[src/rtl/ser_regs_pkg.sv]
package ser_regs_pkg;

    localparam int ADDR_W = 8;

    // register byte offsets
    localparam logic [ADDR_W-1:0] A_CLK    = 8'h00;
    localparam logic [ADDR_W-1:0] A_PIN    = 8'h04;
    localparam logic [ADDR_W-1:0] A_ID     = 8'h08;
    localparam logic [ADDR_W-1:0] A_LINE   = 8'h10;
    localparam logic [ADDR_W-1:0] A_STATE  = 8'h14;
    localparam logic [ADDR_W-1:0] A_SETCLR = 8'h18;
    localparam logic [ADDR_W-1:0] A_TXBUF  = 8'h20;
    localparam logic [ADDR_W-1:0] A_RXBUF  = 8'h24;
    localparam logic [ADDR_W-1:0] A_RXCTL  = 8'h40;
    localparam logic [ADDR_W-1:0] A_TXCTL  = 8'h44;
    localparam logic [ADDR_W-1:0] A_QSTAT  = 8'h48;
    localparam logic [ADDR_W-1:0] A_RELOAD = 8'h50;
    localparam logic [ADDR_W-1:0] A_IEN    = 8'hF4;
    localparam logic [ADDR_W-1:0] A_ICLR   = 8'hF8;

    // bit positions
    localparam int B_PERR = 16;
    localparam int B_FERR = 17;
    localparam int B_OVR  = 19;
    localparam int LVL_W  = 6;

    typedef struct packed {
        logic             en;
        logic [LVL_W-1:0] trig;
    } qcfg_t;

    typedef struct packed {
        logic ovr;
        logic ferr;
        logic perr;
    } errs_t;

endpackage

[src/rtl/ser_fifo.sv]
module ser_fifo #(
    parameter int DEPTH = 16,
    parameter int W     = 8
) (
    input  logic                         clk,
    input  logic                         rst_n,
    input  logic                         flush,
    input  logic                         push,
    input  logic [W-1:0]                 din,
    input  logic                         pop,
    output logic [W-1:0]                 dout,
    output logic                         full,
    output logic                         empty,
    output logic [$clog2(DEPTH+1)-1:0]   count
);
    localparam int AW = (DEPTH > 1) ? $clog2(DEPTH) : 1;
    localparam int CW = $clog2(DEPTH+1);

    typedef struct packed {
        logic [AW-1:0] wp;
        logic [AW-1:0] rp;
        logic [CW-1:0] cnt;
    } fst_t;

    fst_t s_d, s_q;
    logic [W-1:0] mem [DEPTH];
    logic do_push, do_pop;

    assign full  = (s_q.cnt == CW'(DEPTH));
    assign empty = (s_q.cnt == '0);
    assign count = s_q.cnt;
    assign dout  = mem[s_q.rp];

    always_comb begin
        s_d     = s_q;
        do_push = push && !full && !flush;
        do_pop  = pop && !empty && !flush;
        if (flush) begin
            s_d = '0;
        end else begin
            if (do_push)
                s_d.wp = (s_q.wp == AW'(DEPTH-1)) ? '0 : s_q.wp + 1'b1;
            if (do_pop)
                s_d.rp = (s_q.rp == AW'(DEPTH-1)) ? '0 : s_q.rp + 1'b1;
            case ({do_push, do_pop})
                2'b10:   s_d.cnt = s_q.cnt + 1'b1;
                2'b01:   s_d.cnt = s_q.cnt - 1'b1;
                default: s_d.cnt = s_q.cnt;
            endcase
        end
    end

    always_ff @(posedge clk or negedge rst_n) begin
        if (!rst_n) s_q <= '0;
        else        s_q <= s_d;
    end

    always_ff @(posedge clk) begin
        if (do_push) mem[s_q.wp] <= din;
    end

    p_no_overflow_r3: assert property (@(posedge clk) disable iff (!rst_n)
        s_q.cnt <= CW'(DEPTH));

    p_full_drop_r3: assert property (@(posedge clk) disable iff (!rst_n)
        (full && push && !pop && !flush) |=> (s_q.cnt == $past(s_q.cnt)));

    p_empty_pop_r4: assert property (@(posedge clk) disable iff (!rst_n)
        (empty && pop && !push && !flush) |=> empty);

    p_flush_empty_r6: assert property (@(posedge clk) disable iff (!rst_n)
        flush |=> empty);

endmodule

[src/rtl/ser_irq_ctl.sv]
module ser_irq_ctl #(
    parameter int CW = 5
) (
    input  logic                          clk,
    input  logic                          rst_n,
    input  logic [CW-1:0]                 rx_cnt,
    input  logic [CW-1:0]                 tx_cnt,
    input  logic [ser_regs_pkg::LVL_W-1:0] rx_trig,
    input  logic [ser_regs_pkg::LVL_W-1:0] tx_trig,
    input  logic                          tx_empty,
    input  logic [3:0]                    ien,
    input  logic [2:0]                    clr,
    input  logic                          err_evt,
    output logic                          irq_tx,
    output logic                          irq_rx,
    output logic                          irq_err
);
    localparam int CMP_W = ((CW > ser_regs_pkg::LVL_W) ? CW : ser_regs_pkg::LVL_W) + 1;

    typedef struct packed {
        logic tx;
        logic rx;
        logic err;
    } pend_t;

    pend_t p_d, p_q;
    logic  rx_hit, tx_hit;

    always_comb begin
        rx_hit = (rx_cnt != '0) && (CMP_W'(rx_cnt) >= CMP_W'(rx_trig));
        tx_hit = CMP_W'(tx_cnt) <= CMP_W'(tx_trig);
        p_d     = p_q;
        p_d.rx  = clr[1] ? 1'b0 : (p_q.rx | rx_hit);
        p_d.tx  = clr[0] ? 1'b0 : (p_q.tx | tx_hit);
        p_d.err = (p_q.err & ~clr[2]) | err_evt;
    end

    always_ff @(posedge clk or negedge rst_n) begin
        if (!rst_n) p_q <= '0;
        else        p_q <= p_d;
    end

    assign irq_rx  = p_q.rx & ien[1];
    assign irq_tx  = (p_q.tx & ien[0]) | (tx_empty & ien[3]);
    assign irq_err = p_q.err & ien[2];

    p_rx_sticky_r10: assert property (@(posedge clk) disable iff (!rst_n)
        (p_q.rx && !clr[1]) |=> p_q.rx);

    p_tx_clear_r11: assert property (@(posedge clk) disable iff (!rst_n)
        clr[0] |=> !p_q.tx);

    p_err_set_r12: assert property (@(posedge clk) disable iff (!rst_n)
        err_evt |=> p_q.err);

endmodule

[src/rtl/ser_regfile.sv]
module ser_regfile
    import ser_regs_pkg::*;
#(
    parameter int          DEPTH    = 16,
    parameter int          PIN_W    = 1,
    parameter int          BRL_W    = 13,
    parameter logic [31:0] ID_VALUE = 32'h0051_C0DE
) (
    input  logic              clk,
    input  logic              rst_n,
    input  logic [7:0]        bus_addr,
    input  logic              bus_wr,
    input  logic              bus_rd,
    input  logic [31:0]       bus_wdata,
    output logic [31:0]       bus_rdata,
    input  logic              tx_pop,
    output logic [7:0]        tx_byte,
    output logic              tx_avail,
    input  logic              rx_push,
    input  logic [7:0]        rx_byte,
    input  logic              rx_perr,
    input  logic              rx_ferr,
    output logic [31:0]       cfg_line,
    output logic [PIN_W-1:0]  cfg_pin,
    output logic [BRL_W-1:0]  cfg_reload,
    output logic              cfg_clk_off,
    output logic [7:0]        cfg_clk_div,
    output logic              irq_tx,
    output logic              irq_rx,
    output logic              irq_err
);
    localparam int CW = $clog2(DEPTH+1);

    typedef struct packed {
        logic [31:0]      line;
        logic [PIN_W-1:0] pin;
        logic [BRL_W-1:0] reload;
        logic             clk_off;
        logic [7:0]       clk_div;
        logic [3:0]       ien;
        qcfg_t            rxc;
        qcfg_t            txc;
        logic             ren;
        errs_t            err;
        logic [31:0]      rdata;
    } regs_t;

    regs_t r_d, r_q;

    logic [CW-1:0] rx_cnt, tx_cnt;
    logic          rx_full, rx_empty, tx_full, tx_empty;
    logic [7:0]    rx_head;
    logic          rx_take, rx_pop_b, tx_push_b;
    logic          rx_flush, tx_flush;
    logic          sc_wr;
    logic [2:0]    iclr;
    errs_t         evt;
    logic [31:0]   state_w, qstat_w;

    // ---------------- side decodes ----------------
    assign rx_take   = rx_push && r_q.ren && r_q.rxc.en;
    assign rx_pop_b  = bus_rd && (bus_addr == A_RXBUF);
    assign tx_push_b = bus_wr && (bus_addr == A_TXBUF) && r_q.txc.en;
    assign rx_flush  = bus_wr && (bus_addr == A_RXCTL) && bus_wdata[1];
    assign tx_flush  = bus_wr && (bus_addr == A_TXCTL) && bus_wdata[1];
    assign sc_wr     = bus_wr && (bus_addr == A_SETCLR);
    assign iclr      = (bus_wr && (bus_addr == A_ICLR)) ? bus_wdata[2:0] : 3'b000;

    always_comb begin
        evt.perr = rx_take && rx_perr;
        evt.ferr = rx_take && rx_ferr;
        evt.ovr  = rx_take && rx_full;
    end

    always_comb begin
        state_w         = '0;
        state_w[0]      = r_q.ren;
        state_w[B_PERR] = r_q.err.perr;
        state_w[B_FERR] = r_q.err.ferr;
        state_w[B_OVR]  = r_q.err.ovr;
        qstat_w         = '0;
        qstat_w[5:0]    = LVL_W'(rx_cnt);
        qstat_w[13:8]   = LVL_W'(tx_cnt);
        qstat_w[29:24]  = LVL_W'(DEPTH) - LVL_W'(tx_cnt);
    end

    // ---------------- next-state ----------------
    always_comb begin
        r_d       = r_q;
        r_d.rdata = '0;

        if (bus_wr) begin
            case (bus_addr)
                A_CLK: begin
                    r_d.clk_off = bus_wdata[1];
                    r_d.clk_div = bus_wdata[15:8];
                end
                A_PIN:    r_d.pin    = bus_wdata[PIN_W-1:0];
                A_LINE:   r_d.line   = bus_wdata;
                A_RELOAD: r_d.reload = bus_wdata[BRL_W-1:0];
                A_IEN:    r_d.ien    = bus_wdata[3:0];
                A_RXCTL: begin
                    r_d.rxc.en   = bus_wdata[0];
                    r_d.rxc.trig = bus_wdata[13:8];
                end
                A_TXCTL: begin
                    r_d.txc.en   = bus_wdata[0];
                    r_d.txc.trig = bus_wdata[13:8];
                end
                default: ;
            endcase
        end

        if (sc_wr) begin
            if (bus_wdata[0])      r_d.ren = 1'b0;
            else if (bus_wdata[1]) r_d.ren = 1'b1;
        end

        // new error events win over a clear in the same cycle
        r_d.err.perr = (r_q.err.perr & ~(sc_wr & bus_wdata[2])) | evt.perr;
        r_d.err.ferr = (r_q.err.ferr & ~(sc_wr & bus_wdata[3])) | evt.ferr;
        r_d.err.ovr  = (r_q.err.ovr  & ~(sc_wr & bus_wdata[5])) | evt.ovr;

        if (bus_rd) begin
            case (bus_addr)
                A_CLK:    r_d.rdata = {16'b0, r_q.clk_div, 6'b0, r_q.clk_off, 1'b0};
                A_PIN:    r_d.rdata = 32'(r_q.pin);
                A_ID:     r_d.rdata = ID_VALUE;
                A_LINE:   r_d.rdata = r_q.line;
                A_STATE:  r_d.rdata = state_w;
                A_RXBUF:  r_d.rdata = rx_empty ? 32'b0 : {24'b0, rx_head};
                A_RXCTL:  r_d.rdata = {18'b0, r_q.rxc.trig, 7'b0, r_q.rxc.en};
                A_TXCTL:  r_d.rdata = {18'b0, r_q.txc.trig, 7'b0, r_q.txc.en};
                A_QSTAT:  r_d.rdata = qstat_w;
                A_RELOAD: r_d.rdata = 32'(r_q.reload);
                A_IEN:    r_d.rdata = {28'b0, r_q.ien};
                default:  r_d.rdata = '0;
            endcase
        end
    end

    always_ff @(posedge clk or negedge rst_n) begin
        if (!rst_n) r_q <= '0;
        else        r_q <= r_d;
    end

    // ---------------- queues ----------------
    ser_fifo #(.DEPTH(DEPTH), .W(8)) u_rxq (
        .clk   (clk),
        .rst_n (rst_n),
        .flush (rx_flush),
        .push  (rx_take),
        .din   (rx_byte),
        .pop   (rx_pop_b),
        .dout  (rx_head),
        .full  (rx_full),
        .empty (rx_empty),
        .count (rx_cnt)
    );

    ser_fifo #(.DEPTH(DEPTH), .W(8)) u_txq (
        .clk   (clk),
        .rst_n (rst_n),
        .flush (tx_flush),
        .push  (tx_push_b),
        .din   (bus_wdata[7:0]),
        .pop   (tx_pop),
        .dout  (tx_byte),
        .full  (tx_full),
        .empty (tx_empty),
        .count (tx_cnt)
    );

    ser_irq_ctl #(.CW(CW)) u_irq (
        .clk      (clk),
        .rst_n    (rst_n),
        .rx_cnt   (rx_cnt),
        .tx_cnt   (tx_cnt),
        .rx_trig  (r_q.rxc.trig),
        .tx_trig  (r_q.txc.trig),
        .tx_empty (tx_empty),
        .ien      (r_q.ien),
        .clr      (iclr),
        .err_evt  (|evt),
        .irq_tx   (irq_tx),
        .irq_rx   (irq_rx),
        .irq_err  (irq_err)
    );

    assign tx_avail    = !tx_empty;
    assign bus_rdata   = r_q.rdata;
    assign cfg_line    = r_q.line;
    assign cfg_pin     = r_q.pin;
    assign cfg_reload  = r_q.reload;
    assign cfg_clk_off = r_q.clk_off;
    assign cfg_clk_div = r_q.clk_div;

    // ---------------- checks ----------------
    p_rxoff_drop_r9: assert property (@(posedge clk) disable iff (!rst_n)
        (rx_push && !r_q.ren) |=> (rx_cnt <= $past(rx_cnt)));

    p_overrun_flag_r7: assert property (@(posedge clk) disable iff (!rst_n)
        (rx_push && r_q.ren && r_q.rxc.en && rx_full) |=> r_q.err.ovr);

    p_state_ro_r8: assert property (@(posedge clk) disable iff (!rst_n)
        (bus_wr && (bus_addr == A_STATE) && !rx_push) |=> ($stable(r_q.err) && $stable(r_q.ren)));

    p_txfull_drop_r3: assert property (@(posedge clk) disable iff (!rst_n)
        (tx_full && tx_push_b && !tx_pop) |=> tx_full);

endmodule

[config.mk]
export PLATFORM = sky130hd
export DESIGN_NAME = ser_regfile
export DESIGN_NICKNAME = d
export VERILOG_FILES = /design/src/rtl/ser_regs_pkg.sv /design/src/rtl/ser_fifo.sv /design/src/rtl/ser_irq_ctl.sv /design/src/rtl/ser_regfile.sv
export SDC_FILE = /design/constraint.sdc
export NUM_CORES = 1
export LEC_CHECK = 0
export CAP_MARGIN = 20
export CORE_ASPECT_RATIO = 0.7
export CORE_MARGIN = 2
export CORE_UTILIZATION = 50
export DETAILED_ROUTE_END_ITERATION = 12
export DONT_BUFFER_PORTS = 1
export SYNTH_ARGS = -nofsm -noshare
export SYNTH_HDL_FRONTEND = slang
export SYNTH_SLANG_ARGS = --single-unit
export TNS_END_PERCENT = 100
[constraint.sdc]
create_clock -name clk -period 4.1 [get_ports clk]
set_input_delay 1.23 -clock clk [delete_from_list [all_inputs] [get_ports clk]]
set_output_delay 1.23 -clock clk [all_outputs]
set_load 0.05 [all_outputs]
==> results of run 1 <==
==> area by class of cell <==
| cell class | instances | area share [%] |
|---|---|---|
| clock buffer | 49 | 5.79 |
| tap | 464 | 3.16 |
| timing repair buffer | 21 | 0.993 |
| multi-input combinational | 532 | 28.1 |
| clock inverter | 20 | 1.01 |
| sequential | 394 | 60.6 |
| inverter | 18 | 0.367 |
==> path summary, 6_finish.rpt <==
path / startpoint / end / slack (ps) / cells after the start
worst max-delay path: u_txq.count[0] / irq_tx / 180 / 5
worst min-delay path: rst_n / u_rxq.count[3] / 380 / 0
worst max register to register: u_txq.count[0] / u_txq.count[4] / 670 / 14
worst min register to register: r_q[51] / r_q[51] / 530 / 1
max in group asynchronous: rst_n / u_txq.s_q[5] / 3530 / 0
min in group clk: r_q[51] / r_q[51] / 530 / 1
==> power by group <==
part | internal [mW] | switching, mW | total (mW)
logic | 0.613 | 0.751 | 1.36
registers | 4.33 | 0.303 | 4.63
clock network | 2.04 | 1.51 | 3.54
total | 6.97 | 2.56 | 9.53
==> kinds of logic (layout without fill, tap and decap cells) <==
family          count (synthesis)  count (layout)  synth area share (%)
flops                         394             394                  64.6
buf+inv                       154             108                  5.51
fa+ha+maj                      29              29                  2.15
compound gates                118             118                  4.76
simple gates                  208             208                  6.45
xor+xnor                       13              13                 0.660
mux                           164             164                  15.9
==> repair_timing <==
action                                 in CTS  in global routing
setup endpoints to repair                   0                  5
gates resized for setup                     0                  1
endpoints found under the hold margin       0                  0
==> flip-flops by register name, indices dropped and copies added (netlist names) <==
| signal | flops |
|---|---|
| u_txq.s_q | 8 |
| bus_rdata | 32 |
| u_rxq.count | 5 |
| cfg_pin | 1 |
| r_q | 22 |
| cfg_reload | 13 |
| u_txq.mem | 128 |
| u_txq.count | 5 |
| u_irq.p_q | 3 |
| cfg_line | 32 |
| u_rxq.s_q | 8 |
| u_rxq.mem | 128 |
| cfg_clk_off | 1 |
| cfg_clk_div | 8 |
==> worst max-delay path, delay by kind of cell (launching register included) <==
family          cells  cell delay, ps
compound gates      1             570
simple gates        1             340
fa+ha+maj           2             540
buf+inv             1             200
flops               1             510
==> layer usage <==
| layer | wire length [um] | part of all wire (%) | track usage [%] | vias up |
|---|---|---|---|---|
| met2 | 18000 | 45 | 33.1 | 342 |
| met3 | 3480 | 8.7 | 6.15 | 44 |
| met5 | 0 | 0 | 0 | - |
| met4 | 512 | 1.3 | 4.58 | 0 |
| met1 | 18100 | 45 | 34.5 | 4619 |
| li1 | - | - | - | 3897 |
==> cells in the mapped netlist, types with 4 or more instances <==
library cell	number	area share [%]
a21o_1	7	0.30
a21oi_1	32	0.93
a221oi_1	12	0.61
a22o_1	7	0.36
a22oi_1	12	0.52
a31oi_1	9	0.33
and2_1	36	1.3
and3_1	12	0.44
buf_1	7	0.15
buf_2	9	0.26
buf_4	88	3.8
buf_6	4	0.26
clkbuf_1	28	0.61
dfrtp_1	138	20
edfxtp_1	256	45
ha_1	28	2.0
inv_1	18	0.39
mux2_1	26	1.7
mux2_2	51	3.3
mux2_4	4	0.35
mux2i_1	5	0.29
mux4_2	78	10
nand2_1	50	1.1
nand3_1	11	0.32
nor2_1	53	1.2
nor2b_1	4	0.15
nor3_1	10	0.29
nor4_1	4	0.15
o21ai_0	13	0.38
xnor2_1	6	0.30
xor2_1	7	0.36
==> per-stage QoR <==
| stage | power (mW) | instance area, um2 | worst slack, ps |
|---|---|---|---|
| final | 9.53 | 18400 | 182 |
| after global routing | 9.88 | 18400 | 64.7 |
| after CTS | 9.62 | 18400 | 47.5 |
| after detailed placement | 6.09 | 17100 | 319 |
| after global placement | 6.08 | 17100 | 379 |
| after floorplan | 5.80 | 17200 | 507 |
==> results.py, run 1 <==
metrics = {
    "outcome": {
        "status": "finished clean",
    },
    "critical_path": {
        "cp.arrival_ps": 2690,
        "crit_chain": "inv_1, ha_1, nor3b_1, ha_1, a22o_1",
        "critPathMaxStageDelay_ps": 570,
        "critPathSlowestCell": "a22o_1",
        "cp-start-kind": "flip-flop",
        "worstPathMaxFanout": 7,
        "worstSetupPathType": "reg2out",
        "crit_path_end_kind": "output pin",
        "crit_path_frequent_cell": "ha_1",
        "cp_data_required_time_ps": 2870,
    },
    "timing": {
        "rsz0062_at_grt": "false",
        "maxSlewHeadroom_pct": 46.3,
        "fmax_ghz": 0.255,
        "setup_viol": 0,
        "hold_viol": 0,
        "fin_crit_ps": 3920,
        "clock_skew_ps": 15.0,
        "slew_violations": 0,
        "worst_pin_slew_ps": 799,
        "tns_ps": 0,
        "fin_crit_sh_pct": 95.6,
        "holdWs_ps": 384,
    },
    "finish": {
        "finish.utilization_pct": 54.6,
        "layout_common_cells": "edfxtp_1, dfrtp_1, mux4_2, nor2_1, mux2_2",
        "fillers": 2688,
        "nNetsFinal": 1091,
        "final_common_cell": "edfxtp_1",
        "area_growth_pct": 6.71,
        "multi_input_area_mm2": 0.00517,
        "antenna_cells": 0,
        "seq_area_mm2": 0.0111,
        "instances_no_fill": 1498,
        "drive_gt1_share_pct": 22.2,
    },
    "logic_synthesis": {
        "ys.flop_type": "edfxtp_1",
        "synthArstFlopShare_pct": 35.0,
        "syn_area_per_cell_um2": 16.0,
        "synth_nets": 1165,
        "synth_seq_cells": 394,
        "yosysSeqAreaShare_pct": 64.6,
        "synth_edf_count": 256,
        "synth_cell_types": 70,
        "mappedNetlistArea_mm2": 0.0172,
        "netlist_instances": 1080,
        "synth_warnings": 0,
    },
    "clock_network": {
        "cts-root-buf": "clkbuf_16",
        "postCtsSetupBuffers": 0,
        "clock_path_buffers": 3,
        "cts_tree": "built",
        "htree_levels": 2,
        "clock_sinks": 394,
        "hold_buffers": 0,
        "clock_latency_ps": 540,
        "clk_pin_slew_ps": 70,
        "numCtsBuffers": 39,
    },
    "floorplanning": {
        "fp.dieW_um": 226,
        "fp.dieH_um": 159,
        "fp-row-count": 56,
        "start_util_pct": 51.2,
        "pin_count": 155,
        "core_area_mm2": 0.0337,
        "dieArea_mm2": 0.0360,
    },
    "drt": {
        "via_count": 8902,
        "routed_wl_um": 40100,
        "viasPerCell": 5.94,
        "first_iter_violations": 795,
        "ant_nets": 0,
        "wire_per_inst_um": 26.7,
        "drc": 0,
        "firstDrtPassIters": 5,
    },
    "flow_run": {
        "maxCapViolCount": 0,
    },
    "global_routing": {
        "grt_first_pass_wirelength_um": 60000,
        "gr-usage-all-layers_pct": 22.7,
        "grt_max_degree": 139,
        "grt_overflow": 0,
        "antenna_found_initial": 0,
        "grt_pass1_vias": 8925,
    },
    "power": {
        "vdd_drop_max_uv": 282,
        "power-per-cell-area_mw_per_mm2": 518,
        "leakage_nw": 6.81,
    },
    "min_path": {
        "holdCritPathClass": "in2async",
    },
    "placement": {
        "port_buffers": 0,
        "place_congestion": 0.880,
        "dp_hpwl_um": 26900,
        "dp.cells": 1429,
    },
}
(Power assumes the default switching activity.)
==> run 2, diff against run 1 <==
--- a/config.mk
+++ b/config.mk
@@ -6,8 +6,7 @@
 export NUM_CORES = 1
 export LEC_CHECK = 0
 export CAP_MARGIN = 20
-export CORE_ASPECT_RATIO = 0.7
-export CORE_MARGIN = 2
+export CORE_ASPECT_RATIO = 0.75
 export CORE_UTILIZATION = 50
 export DETAILED_ROUTE_END_ITERATION = 12
 export DONT_BUFFER_PORTS = 1
==> run 2 against run 1 <==
Hold slack gained 13 ps. Critical path depth shrank 2. Setup slack lost 33 ps. Core utilization is essentially flat. Global-route usage grew 0.57 points. Clock-buffer cell count grew 7. Sequential share of layout area shrank 0.13 points. Total power grew 0.32%. Fmax shrank 0.84%.
==> results.py, run 2 (synthesis results as in run 1) <==
metrics = {
    "outcome": {
        "status": "finished clean",
    },
    "critical_path": {
        "rr_startpoint": "u_rxq.count[0]",
        "reg2regPathDepth": 10,
        "cp_data_required_time_ps": 2870,
        "worstSetupPathType": "reg2out",
        "worstPathMaxFanout": 16,
        "r2r_setup_slack_ps": 650,
        "cp-start-kind": "flip-flop",
        "crit_path_end_kind": "output pin",
        "r2r-end": "u_rxq.count[4]",
        "cp.arrival_ps": 2720,
    },
    "power": {
        "leakage_nw": 6.84,
        "power-per-cell-area_mw_per_mm2": 519,
        "vdd_drop_max_uv": 384,
    },
    "placement": {
        "dp_hpwl_um": 27500,
        "port_buffers": 0,
        "placed_cell_area_mm2": 0.0172,
        "place_congestion": 0.928,
    },
    "flow_run": {
        "maxCapViolCount": 0,
    },
    "finish": {
        "area_growth_pct": 6.92,
        "final_common_cell": "edfxtp_1",
        "drive_gt1_share_pct": 22.7,
        "nNetsFinal": 1096,
        "antenna_cells": 0,
        "reg.largest.list": "u_rxq.mem (128), u_txq.mem (128)",
        "layout_common_cells": "edfxtp_1, dfrtp_1, mux4_2, nor2_1, mux2_2",
        "fin_area_mm2": 0.0184,
    },
    "global_routing": {
        "gr-usage-all-layers_pct": 23.3,
        "grt_first_pass_wirelength_um": 59800,
        "grt_max_degree": 139,
        "grt_pass1_vias": 8746,
        "grt_overflow": 0,
        "antenna_found_initial": 1,
    },
    "clock_network": {
        "htree_levels": 2,
        "ctsResizeCount": 0,
        "clock_latency_ps": 540,
        "cts-root-buf": "clkbuf_16",
        "numCtsBuffers": 39,
        "hold_buffers": 0,
        "clock_sinks": 394,
        "postCtsSetupBuffers": 0,
        "clk_pin_slew_ps": 60,
        "cts_tree": "built",
        "clock_path_buffers": 3,
    },
    "floorplanning": {
        "fp-row-count": 58,
        "fp.dieH_um": 163,
        "start_util_pct": 51.1,
        "fp.dieW_um": 216,
        "pin_count": 155,
        "core_area_mm2": 0.0337,
        "dieArea_mm2": 0.0352,
    },
    "drt": {
        "routed_wl_um": 40500,
        "via_count": 8998,
        "first_iter_violations": 828,
        "ant_nets": 0,
        "drc": 0,
        "wire_per_inst_um": 27.2,
        "firstDrtPassIters": 5,
        "viasPerCell": 6.03,
    },
    "timing": {
        "maxSlewHeadroom_pct": 36.5,
        "worst_pin_slew_ps": 953,
        "fin_crit_ps": 3950,
        "setup_viol": 0,
        "rsz0062_at_grt": "false",
        "fmax_ghz": 0.253,
        "hold_viol": 0,
        "tns_ps": 0,
        "fin_crit_sh_pct": 96.4,
        "slew_violations": 0,
        "clock_skew_ps": 16.6,
    },
    "min_path": {
        "holdCritPathClass": "in2async",
    },
}
-- run 2: report_power, final --
| group | total, mW | switching, mW | internal (mW) |
|---|---|---|---|
| Sequential | 4.64 | 0.318 | 4.32 |
| Combinational | 1.40 | 0.781 | 0.618 |
| Clock | 3.52 | 1.49 | 2.04 |
-- run 2: cell type report --
cell class,instances,area (um2)
Tap cell,450,563
Timing Repair Buffer,26,233
Clock inverter,15,100
Inverter,18,67.6
Multi-Input combinational cell,532,5160
Clock buffer,56,1160
Fill cell,2717,15300
Sequential cell,394,11100
-- run 2: how the worst max path moves through the flow --
stage                 startpoint              to  slack, ps  cells past startpoint
floorplan           u_txq.s_q[5]      tx_byte[1]        510                      4
global placement     bus_addr[4]  u_rxq.count[4]        300                     10
detailed placement   bus_addr[4]  u_rxq.count[4]        270                     10
CTS                 u_txq.s_q[5]      tx_byte[5]         80                      3
global route        u_txq.s_q[5]      tx_byte[6]         10                      3
finish              u_txq.s_q[5]      tx_byte[5]        150                      3
-- run 2: per-stage QoR --
| stage | instances | hold slack, ps | setup WS [ps] | utilization, % | power (mW) |
|---|---|---|---|---|---|
| 2_1_floorplan | 1080 | 441 | 507 | - | 5.80 |
| 3_3_place_gp | 1420 | 459 | 304 | 50.9 | 6.13 |
| 3_5_place_dp | 1420 | 481 | 270 | 50.9 | 6.15 |
| 4_1_cts | 1491 | 367 | 84.2 | 54.6 | 9.66 |
| 5_1_grt | 1491 | 375 | 9.69 | 54.6 | 9.91 |
| 6_report | 1491 | 397 | 149 | 54.6 | 9.56 |
-- run 2: per-layer routing --
| layer | global-route usage (%) | vias to the layer above | share of wire (%) |
|---|---|---|---|
| li1 | - | 3927 | - |
| met1 | 36.6 | 4709 | 47 |
| met2 | 32.1 | 302 | 43 |
| met3 | 6.03 | 60 | 7.9 |
| met4 | 5.57 | 0 | 1.7 |
| met5 | 0 | - | 0 |
-- run 2: critical path, stage by stage (launching register included) --
cell and delay [ps]:
dfrtp_2 670, buf_4 310, mux4_2 540, mux4_2 660
